File: config.mk
export PLATFORM = sky130hd
export DESIGN_NAME = hf_diag_bank
export DESIGN_NICKNAME = d
export VERILOG_FILES = /design/src/rtl/hf_diag_bank.sv
export SDC_FILE = /design/constraint.sdc
export NUM_CORES = 1
export LEC_CHECK = 0
export BUFFER_PORTS_ARGS = -buffer_cell sky130_fd_sc_hd__buf_2
export CAP_MARGIN = 40
export CORE_MARGIN = 1.5
export CORE_UTILIZATION = 25
export CTS_CLUSTER_SIZE = 14
export DETAILED_ROUTE_END_ITERATION = 8
export GPL_TIMING_DRIVEN = 0
export PLACE_DENSITY = 0.41
export SYNTH_ARGS = -nofsm -noshare
export SYNTH_HDL_FRONTEND = slang
export SYNTH_SLANG_ARGS = --single-unit
export TNS_END_PERCENT = 20
File: constraint.sdc
create_clock -name clk -period 5.45 [get_ports clk]
set_input_delay 0.2725 -clock clk [delete_from_list [all_inputs] [get_ports clk]]
set_output_delay 0.2725 -clock clk [all_outputs]
set_load 0.02 [all_outputs]
File: src/rtl/hf_diag_bank.sv
`timescale 1ns/1ps
module hf_diag_bank #(
  parameter int N_ALU   = 4,
  parameter int N_ROB   = 8,
  parameter int N_RS    = 7,
  parameter int CNT_W   = 6,
  parameter int DEF_THR = 3,
  localparam int N      = N_ALU + N_ROB + N_RS,
  localparam int IDX_W  = $clog2(N)
) (
  input  logic             clk,
  input  logic             rst,
  input  logic             retire_valid,
  input  logic             chk_error,
  input  logic [N-1:0]     usage,
  input  logic             thr_we,
  input  logic [IDX_W-1:0] thr_idx,
  input  logic [CNT_W-1:0] thr_data,
  output logic [N-1:0]     disable_mask,
  output logic [N-1:0]     fault_flag,
  output logic             fatal
);
  localparam logic [CNT_W-1:0] CMAX = {CNT_W{1'b1}};
  localparam logic [N-1:0] M_ALU = {{(N-N_ALU){1'b0}}, {N_ALU{1'b1}}};
  localparam logic [N-1:0] M_ROB = {{(N-N_ROB){1'b0}}, {N_ROB{1'b1}}} << N_ALU;
  localparam logic [N-1:0] M_RS  = ~(M_ALU | M_ROB);
  localparam logic [2:0][N-1:0] GRP = {M_RS, M_ROB, M_ALU};

  logic [N-1:0][CNT_W-1:0] cnt_q, thr_q, cnt_inc;
  logic [N-1:0] over, req, blk_mask, grant;
  logic [2:0]   grp_block;
  logic         hit;

  assign hit = retire_valid & chk_error;

  for (genvar i = 0; i < N; i++) begin : g_unit
    assign cnt_inc[i] = (cnt_q[i] == CMAX) ? CMAX : cnt_q[i] + 1'b1;
    assign over[i]    = hit & usage[i] & (cnt_inc[i] > thr_q[i]);

    always_ff @(posedge clk) begin
      if (rst) begin
        cnt_q[i] <= '0;
        thr_q[i] <= CNT_W'(DEF_THR);
      end else begin
        if (hit && usage[i]) cnt_q[i] <= cnt_inc[i];
        if (thr_we && thr_idx == IDX_W'(i)) thr_q[i] <= thr_data;
      end
    end
  end

  assign req = over & ~disable_mask;

  for (genvar g = 0; g < 3; g++) begin : g_grp
    assign grp_block[g] = (|(~disable_mask & GRP[g])) & ~(|(~disable_mask & ~req & GRP[g]));
  end

  always_comb begin
    blk_mask = '0;
    for (int g = 0; g < 3; g++)
      if (grp_block[g]) blk_mask = blk_mask | GRP[g];
  end

  assign grant = req & ~blk_mask;

  always_ff @(posedge clk) begin
    if (rst) begin
      disable_mask <= '0;
      fault_flag   <= '0;
      fatal        <= 1'b0;
    end else begin
      disable_mask <= disable_mask | grant;
      fault_flag   <= fault_flag | over;
      fatal        <= fatal | (|grp_block);
    end
  end
endmodule


# Yosys cells after proc, flatten, opt, wreduce, memory -nomap -nowiden
# Cells that the tools add are included.
# Widths: inputs -> output; s select.
# word_totals
ff_bits	267
inputBits	35
output_inout_bits	39
# classes
add_sub_neg	19
n_lt_le_gt_ge	19
n_eq_ne	37
mux	22
bitwise	54
reduce_logical	46
# ops
operator	n
$add 6x1->6 const B	19
$eq 6x6->1 const B	19
$gt 6x6->1	19
$mux 6	19
$and 19x19->19	3
$not 19->19	3
$and 1x1->1	42
$eq 5x4->1 const B	8
$logic_and 1x1->1	38
$or 19x19->19	2
$eq 5x3->1 const B	4
$mux 19	1
$reduce_or 8->1	2
$eq 5x5->1 const B	3
$reduce_or 7->1	2
$mux 12	1
$eq 5x2->1 const B	2
$reduce_or 4->1	2
$eq 5x1->1 const B	1
$logic_not 5->1	1
$mux 4	1
$not 1->1	3
$reduce_or 3->1	1
$or 1x1->1	1

# Logic depth before layout (Yosys ltp)
# Gate-level depths: netlist of run 1.
# depth
word_depth	16
depth_mapped	13
ltp_nobuf	12

# Worst setup path after synthesis of run 1
# No wires, ideal clock.
# synth_path
kind	register -> register
startpoint	register cnt_q[42] (netlist bit)
endpoint	register disable_mask[11]
arrival_time_ns	2.808
t_required_ns	5.318
slack_ns	2.510
path_stages_with_launch	13
path_buffers	0
period_less_slack_ns	2.940
path_cell_list	dfxtp_1 > ha_1 > and3_1 > and3_1 > nor2_1 > ha_1 > nand4_1 > nor3_1 > or4b_4 > a2111oi_4 > o211ai_4 > o211ai_1 > a21oi_1
# synth_lines
item	line_no	rtl
start: declaration	29	logic [N-1:0][CNT_W-1:0] cnt_q, thr_q, cnt_inc;
start signal: indexed assignment	45	if (hit && usage[i]) cnt_q[i] <= cnt_inc[i];
end signal: assignment	71	disable_mask <= disable_mask | grant;
end: declaration	19	output logic [N-1:0] disable_mask,

==> impl_results.md, run 1 <==
- Gr usage total: 0.160
- Synth top area share: 0.363
- Clk Latency, worst-skew pair: ~0.56 ns
- Synth Area in Compound Gates: 0.108
- CP endpoint kind: flip-flop
- Met1 GRT Util: 0.212
- TritonCTS clock tree: yes
- Htree depth: 2
- Worst-path maximum fanout: 5
- Routed via count: 12900
- Clk_skew: 0.0255 ns
- Net count after synthesis: between 2000 and 2500
- Area Overhead vs Synth: 18.1%
- Main combinational cell family by area after synthesis: simple AND/OR/NAND/NOR gates
- Crit path DAT: approximately 3.7 ns
- WS Path Type: reg -> reg
- Clk buf depth: 3
- Largest net degree at the start of global routing: 12
- Initial Util: 0.254
- Worst Hold Class: in -> reg
- Post-Synth Simple-Gate Area: 0.264
- Syn Area/Cell: 7.81 um^2
- Xor and xnor area share after synthesis: 0.0220
- Worst VDD drop: 0.162 mV
- Final setup vio count: 0
- Max Slew Vio Count: 0
- Final Net Count: 2171
- Slowest cell on crit path: a2111oi_0
- Fin worst setup slack: 2.15 ns
- Design Area, Final: 0.0174 mm^2
- Worst endpoint required time: 5.86 ns
- Mapped Area: ~0.015 mm^2
- Mux cell area share after synthesis: 0.0660
- CTS Sinks: ~270
- Vias/cell: around 4.6
- Io pins: 74
- Synth Area in Adders: 0.113
- CTS resizes: 0
- RSZ-0062 raised after global routing: no
- Vias in the first global route: 12523
- Reg clk slew, reported paths: 0.06 ns
- P_leak: a little under 8 nW
- Hold_buf cts: 0
- CP Launch Type: flip-flop
- Power density over the cells: 281 mW/mm^2
- Worst hold stages: 3
- Antenna violations before repair: 6
- Wire length per cell: 17.1 um
- Cell row count: approximately 90
- Post-route insts no fill: roughly 2800
- Global route hottest layer: met2
- Ratio of cells with drive above 1 in the final layout: 0.0794
- Ys async rst share: 0
- Antenna Nets Post-Route: 0
- Status: finished, final reports clean
- GRT overflow: 0
- Netlist cell types: 67
- Met3 Use GR: 0.0287
- Top-count cell post-synth: nor2_1
- CP max stage delay: a little over 0.5 ns
- DRT Wirelength: 47700 um
- FF+latch count, synth: ~270
- Crit path cell chain: ha_1 > and3_1 > nor2_1 > a21oi_1 > ha_1 > and4_1 > a31oi_1 > o32ai_1 > a2111oi_0 > a21bo_2 > a21oi_1 > nor2_1
- Placed inst area: between 0.015 and 0.02 mm^2
- Placed Cells: 2731
- Global-route wire length before repair: 73700 um
- Worst r2r path cells: 12
- TritonCTS Buffers: 35
- Seq/Total Area, Yosys: 0.363
- Die Wd: 246 um
- Port Buffers: 64
- Final Hold Vio Count: 0
- Core Footprint: between 0.05 and 0.06 mm^2
- Tmin final: 3.30 ns
- Die Span Y: 246 um
- 1st-iter DRT viols: 698
- Post CTS Setup Buffer Count: 0
- Area of the die: 0.0603 mm^2
- Post-route DRC: 0
- CTS Root Cell: clkbuf_16
- DP Wirelength: approximately 36000 um
- Top achievable clock speed: 303 MHz
- GP Congestion: roughly 0.8
- WHS: between 0.03 and 0.04 ns
- Area leader, netlist: dfxtp_1
- GRT met2 Usage: 0.261
- Post-Synthesis Cells: 1883
- Slew at the pin with the worst max-slew slack: 0.843 ns
- Worst slack, placed: 2.15 ns
- Yosys warnings: 0
- Fin crit share: 0.606
- Setup TNS: 0 ns
- Max_cap viols: 0
- Drt first pass iters: 5
- Ys flop type: dfxtp_1
- Largest cells by area after synthesis: dfxtp_1 (36%), ha_1 (11%), nor2_1 (8.1%)
- EDFF count, synth: 0
- Slew Limit Headroom: 0.438
- Top cells by count, synth: nor2_1 (316), dfxtp_1 (267), nand2_1 (224)
## layer usage
layer | vias up | part of all wire
li1 | 6624 | -
met1 | 5953 | 0.48
met2 | 224 | 0.45
met3 | 89 | 0.041
met4 | 10 | 0.027
met5 | - | 0.0012
## final timing paths
check	startpoint	to	slack, ns
max	cnt_q[0]	disable_mask[3]	2.15
min	usage[12]	cnt_q[77]	0.04
max reg2reg	cnt_q[0]	disable_mask[3]	2.15
min reg2reg	fault_flag[2]	fault_flag[2]	0.45
## critical path, delay by kind of cell (launching register included)
family,cells,cell delay (ns)
DFF,1,0.41
and+or+nand+nor,4,0.56
AOI/OAI and AO/OA,6,1.69
adders and majority gates,2,0.51
## cell families after synthesis
family          Yosys count
simple gates            859
flops                   267
compound gates          249
buf+inv                 241
fa+ha+maj               133
mux                      97
xor+xnor                 37
## placed cells by master (no fill, tap or decap), types with 69 or more instances in the layout
cell type,n
a21oi_1,118
nand3_1,87
dfxtp_1,267
buf_2,75
nor2_1,316
inv_1,164
clkbuf_1,69
nand2_1,224
mux2i_1,97
and3_1,87
ha_1,133
## power by group
| group | switching [mW] | internal, mW | leakage (nW) |
|---|---|---|---|
| logic | 0.332 | 0.180 | 5.13 |
| registers | 0.0415 | 2.00 | 2.16 |
| clock network | 0.935 | 1.39 | 0.562 |
## layout make-up
| type | instances | area (um^2) |
|---|---|---|
| clock inverter | 12 | 128 |
| clock buffer | 49 | 1010 |
| sequential | 267 | 5350 |
| multi-input combinational | 1375 | 8440 |
| timing repair buffer | 83 | 561 |
| inverter | 165 | 619 |
| tap | 765 | 957 |
| buffer | 76 | 303 |
| fill | 6305 | 40600 |
| antenna | 1 | 2.50 |
## registers in the layout, summed over array words and instances (netlist names)
| register | cells |
|---|---|
| cnt_q | 114 |
| fault_flag | 19 |
| thr_q | 114 |
| fatal | 1 |
| disable_mask | 19 |
## per-stage QoR
stage	total power [mW]	utilization
finish	4.87	0.300
global route	5.09	0.300
CTS	4.96	0.300
detailed placement	2.60	0.280
global placement	2.58	0.276
floorplan	2.39	-
Power figures use the tool's default switching activity.
==> run 2: changes to the inputs <==
--- a/config.mk
+++ b/config.mk
@@ -5,6 +5,7 @@
 export SDC_FILE = /design/constraint.sdc
 export NUM_CORES = 1
 export LEC_CHECK = 0
+export ABC_AREA = 1
 export BUFFER_PORTS_ARGS = -buffer_cell sky130_fd_sc_hd__buf_2
 export CAP_MARGIN = 40
 export CORE_MARGIN = 1.5
@@ -12,7 +13,7 @@
 export CTS_CLUSTER_SIZE = 14
 export DETAILED_ROUTE_END_ITERATION = 8
 export GPL_TIMING_DRIVEN = 0
-export PLACE_DENSITY = 0.41
+export PLACE_DENSITY = 0.43
 export SYNTH_ARGS = -nofsm -noshare
 export SYNTH_HDL_FRONTEND = slang
 export SYNTH_SLANG_ARGS = --single-unit
==> constraint.sdc (replaced) <==
create_clock -name clk -period 2.9 [get_ports clk]
set_input_delay 0.145 -clock clk [delete_from_list [all_inputs] [get_ports clk]]
set_output_delay 0.145 -clock clk [all_outputs]
set_load 0.02 [all_outputs]
==> run 2 against run 1 <==
Final cell count is 11% higher. Flip-flop and latch count stayed put. Synthesized cell count is 15% higher. Maximum frequency is 22% higher. Worst hold slack worse by 0.019 ns. Clock power is 100% higher. Largest cell class unchanged. Clock-buffer cell count is 9 higher. Clock skew is 0.0077 ns higher. Via count is 5.2% higher. Synthesized area is 1.6% higher. Die area is 1.6% higher. Routed wire length is 6.2% lower.
==> impl_results.md, run 2 <==
- Status: finished, final reports clean
- Top-count cell post-synth: inv_1
- Crit path DAT: 3.15 ns (-0.57 ns)
- Netlist cell types: 32 (-52%)
- Post-Synthesis Cells: 2173 (+15%)
- Synth top area share: 0.358 (-0.00581)
- FF+latch count, synth: 267 (unchanged)
- Yosys warnings: 0 (unchanged)
- Worst-path maximum fanout: 4 (-1)
- Die Wd: 248 um (+0.80%)
- Slew Limit Headroom: 0.375 (-0.0626)
- CP endpoint kind: flip-flop
- Seq/Total Area, Yosys: 0.358 (-0.00581)
- Max Slew Vio Count: 0 (unchanged)
- CTS Root Cell: clkbuf_16
- Post-route DRC: 0 (unchanged)
- WHS: 0.0158 ns (-0.0193 ns)
- Wire length per cell: 14.4 um (-16%)
- Top achievable clock speed: 371 MHz (+22%)
- Ys async rst share: 0 (unchanged)
- Post-route insts no fill: 3104 (+11%)
- CP Launch Type: flip-flop
- Slew at the pin with the worst max-slew slack: 0.937 ns (+0.0940 ns)
- Slowest cell on crit path: dfxtp_1
- Design Area, Final: 0.0182 mm^2 (+4.9%)
- Final Net Count: 2473 (+14%)
- EDFF count, synth: 0 (unchanged)
- Commonest non-fill, non-tap cell in the layout: inv_1
- Worst VDD drop: 0.349 mV (+120%)
- Ratio of cells with drive above 1 in the final layout: 0.120 (+0.0407)
- Gr usage total: 0.147 (-0.0128)
- Routed via count: 13565 (+5.2%)
- Power density over the cells: 532 mW/mm^2 (+89%)
- Antenna violations before repair: 2 (-4)
- Placed Cells: 3023 (+11%)
- Initial Util: 0.253 (-0.000699)
- Power, Total: 9.69 mW (+99%)
- CTS Sinks: 267 (unchanged)
- Htree depth: 2 (unchanged)
- Global-route wire length before repair: 69900 um (-5.1%)
- Cell row count: 89 (+1.1%)
- Largest net degree at the start of global routing: 12 (unchanged)
- DP Wirelength: 33600 um (-7.7%)
- Crit path cell chain: ha_1 > nand3_1 > nor3_2 > inv_1 > nand3_1 > ha_1 > nand2_1 > nor2_1 > a31oi_1 > nand2_1 > nand2_2 > nand4_4 > nor2_4 > nand2_1 > nand2_1 > inv_1
- Worst endpoint required time: 3.35 ns (-2.51 ns)
- Syn Area/Cell: 6.88 um^2 (-12%)
- Area of the die: 0.0613 mm^2 (+1.6%)
- Area leader, netlist: dfxtp_1
- Reg clk slew, reported paths: 0.06 ns (about the same)
- Vias/cell: 4.37 (-5.4%)
- CP delay by family, top: simple AND/OR/NAND/NOR gates
- Most frequent cells in the layout: inv_1 (524), nand2_1 (323), dfxtp_1 (263), a21oi_1 (249), o21ai_0 (196)
- 1st-iter DRT viols: 566 (-19%)
- Clk buf depth: 3 (unchanged)
- Port Buffers: 66 (+3.1%)
- Placed inst area: 0.0164 mm^2 (+0.97%)
- WS Path Type: reg -> reg
- Drt first pass iters: 4 (-1)
- Tmin final: 2.70 ns (-0.605 ns)
- Max_cap viols: 0 (unchanged)
- Top cells by count, synth: inv_1 (524), nand2_1 (338), dfxtp_1 (267)
- Worst Hold Class: in -> reg
- TritonCTS Buffers: 36 (+2.9%)
- DRT Wirelength: 44700 um (-6.2%)
- Area Overhead vs Synth: 21.9%
- Io pins: 74 (unchanged)
- Core Footprint: 0.0590 mm^2 (+1.9%)
- Crit path buf inv count: 2 (+2)
- Net count after synthesis: 2341 (+14%)
- Fin crit share: 0.930 (+0.324)
- Critical path's most frequent cell: nand2_1
- Vias in the first global route: 12930 (+3.3%)
- Final Hold Vio Count: 0 (unchanged)
- GRT overflow: 0 (unchanged)
- CP max stage delay: 0.35 ns (-0.16 ns)
- Top Registers: cnt_q x114, thr_q x114
- Largest cells by area after synthesis: dfxtp_1 (36%), inv_1 (13%), ha_1 (11%)
- Die Span Y: 248 um (+0.80%)
- Clk Latency, worst-skew pair: 0.56 ns (about the same)
- GP Congestion: 0.819 (+0.73%)
- P_leak: 9.00 nW (+15%)
- Setup TNS: 0 ns (unchanged)
- Antenna Nets Post-Route: 0 (unchanged)
- TritonCTS clock tree: yes
- Final setup vio count: 0 (unchanged)
- Ys flop type: dfxtp_1
- Mapped Area: 0.0149 mm^2 (+1.6%)
- Clk_skew: 0.0332 ns (+0.00766 ns)
## run 2: worst paths after layout
kind	from	end	slack, ns	cells past startpoint
worst min register to register	fault_flag[9]	fault_flag[9]	0.45	2
worst max register to register	cnt_q[60]	disable_mask[10]	0.20	16
worst min-delay path	thr_data[1]	thr_q[49]	0.02	3
worst max-delay path	cnt_q[60]	disable_mask[10]	0.20	16
## run 2: repair_timing
item,4_1_cts,5_1_grt
endpoints found under the hold margin,19,0
buffers inserted,0,8
setup endpoints to repair,16,19
gates cloned,0,1
hold buffers,8,0
pin swaps,0,15
gates resized for setup,7,98
## run 2: cells by family after synthesis
logic type               count (synthesis)  synth area share
XOR/XNOR                                18            0.0105
AO/OA/AOI/OAI                          507             0.179
AND/OR/NAND/NOR                        671             0.195
adder cells (fa/ha/maj)                133             0.111
buffers and inverters                  577             0.146
flip-flops                             267             0.358
## run 2: tightest hold or removal path: stages
cell,delay (ns)
clkbuf_1,0.22
a21oi_1,0.10
o21ai_0,0.07
## run 2: metrics by stage
stage                     setup slack [ns]  utilization
after floorplan                      0.581            -
after global placement              -0.127        0.275
after detailed placement            -0.125        0.278
after CTS                           0.0441        0.300
after global routing               -0.0415        0.309
final                                0.203        0.309
## run 2: layout make-up
type | instances | area (um^2)
clock buffers | 58 | 1150
inverters | 526 | 1980
flip-flops and latches | 267 | 5350
repair buffers | 93 | 609
fillers | 6438 | 40800
clock inverters | 5 | 86.3
well taps | 773 | 967
diodes | 1 | 2.50
plain buffers | 51 | 209
multi-input cells | 1330 | 7870
## run 2: per-layer routing
metal,global-route usage,part of all wire,up-vias
met5,0,0.00016,-
met4,0.0387,0.018,2
met3,0.0229,0.040,53
met2,0.238,0.44,184
met1,0.203,0.50,6160
li1,-,-,7166
## run 2: report_power, final
group	internal [mW]	switching (mW)
Sequential	3.80	0.0913
Clock	2.87	1.75
Combinational	0.410	0.761
Total	7.08	2.61
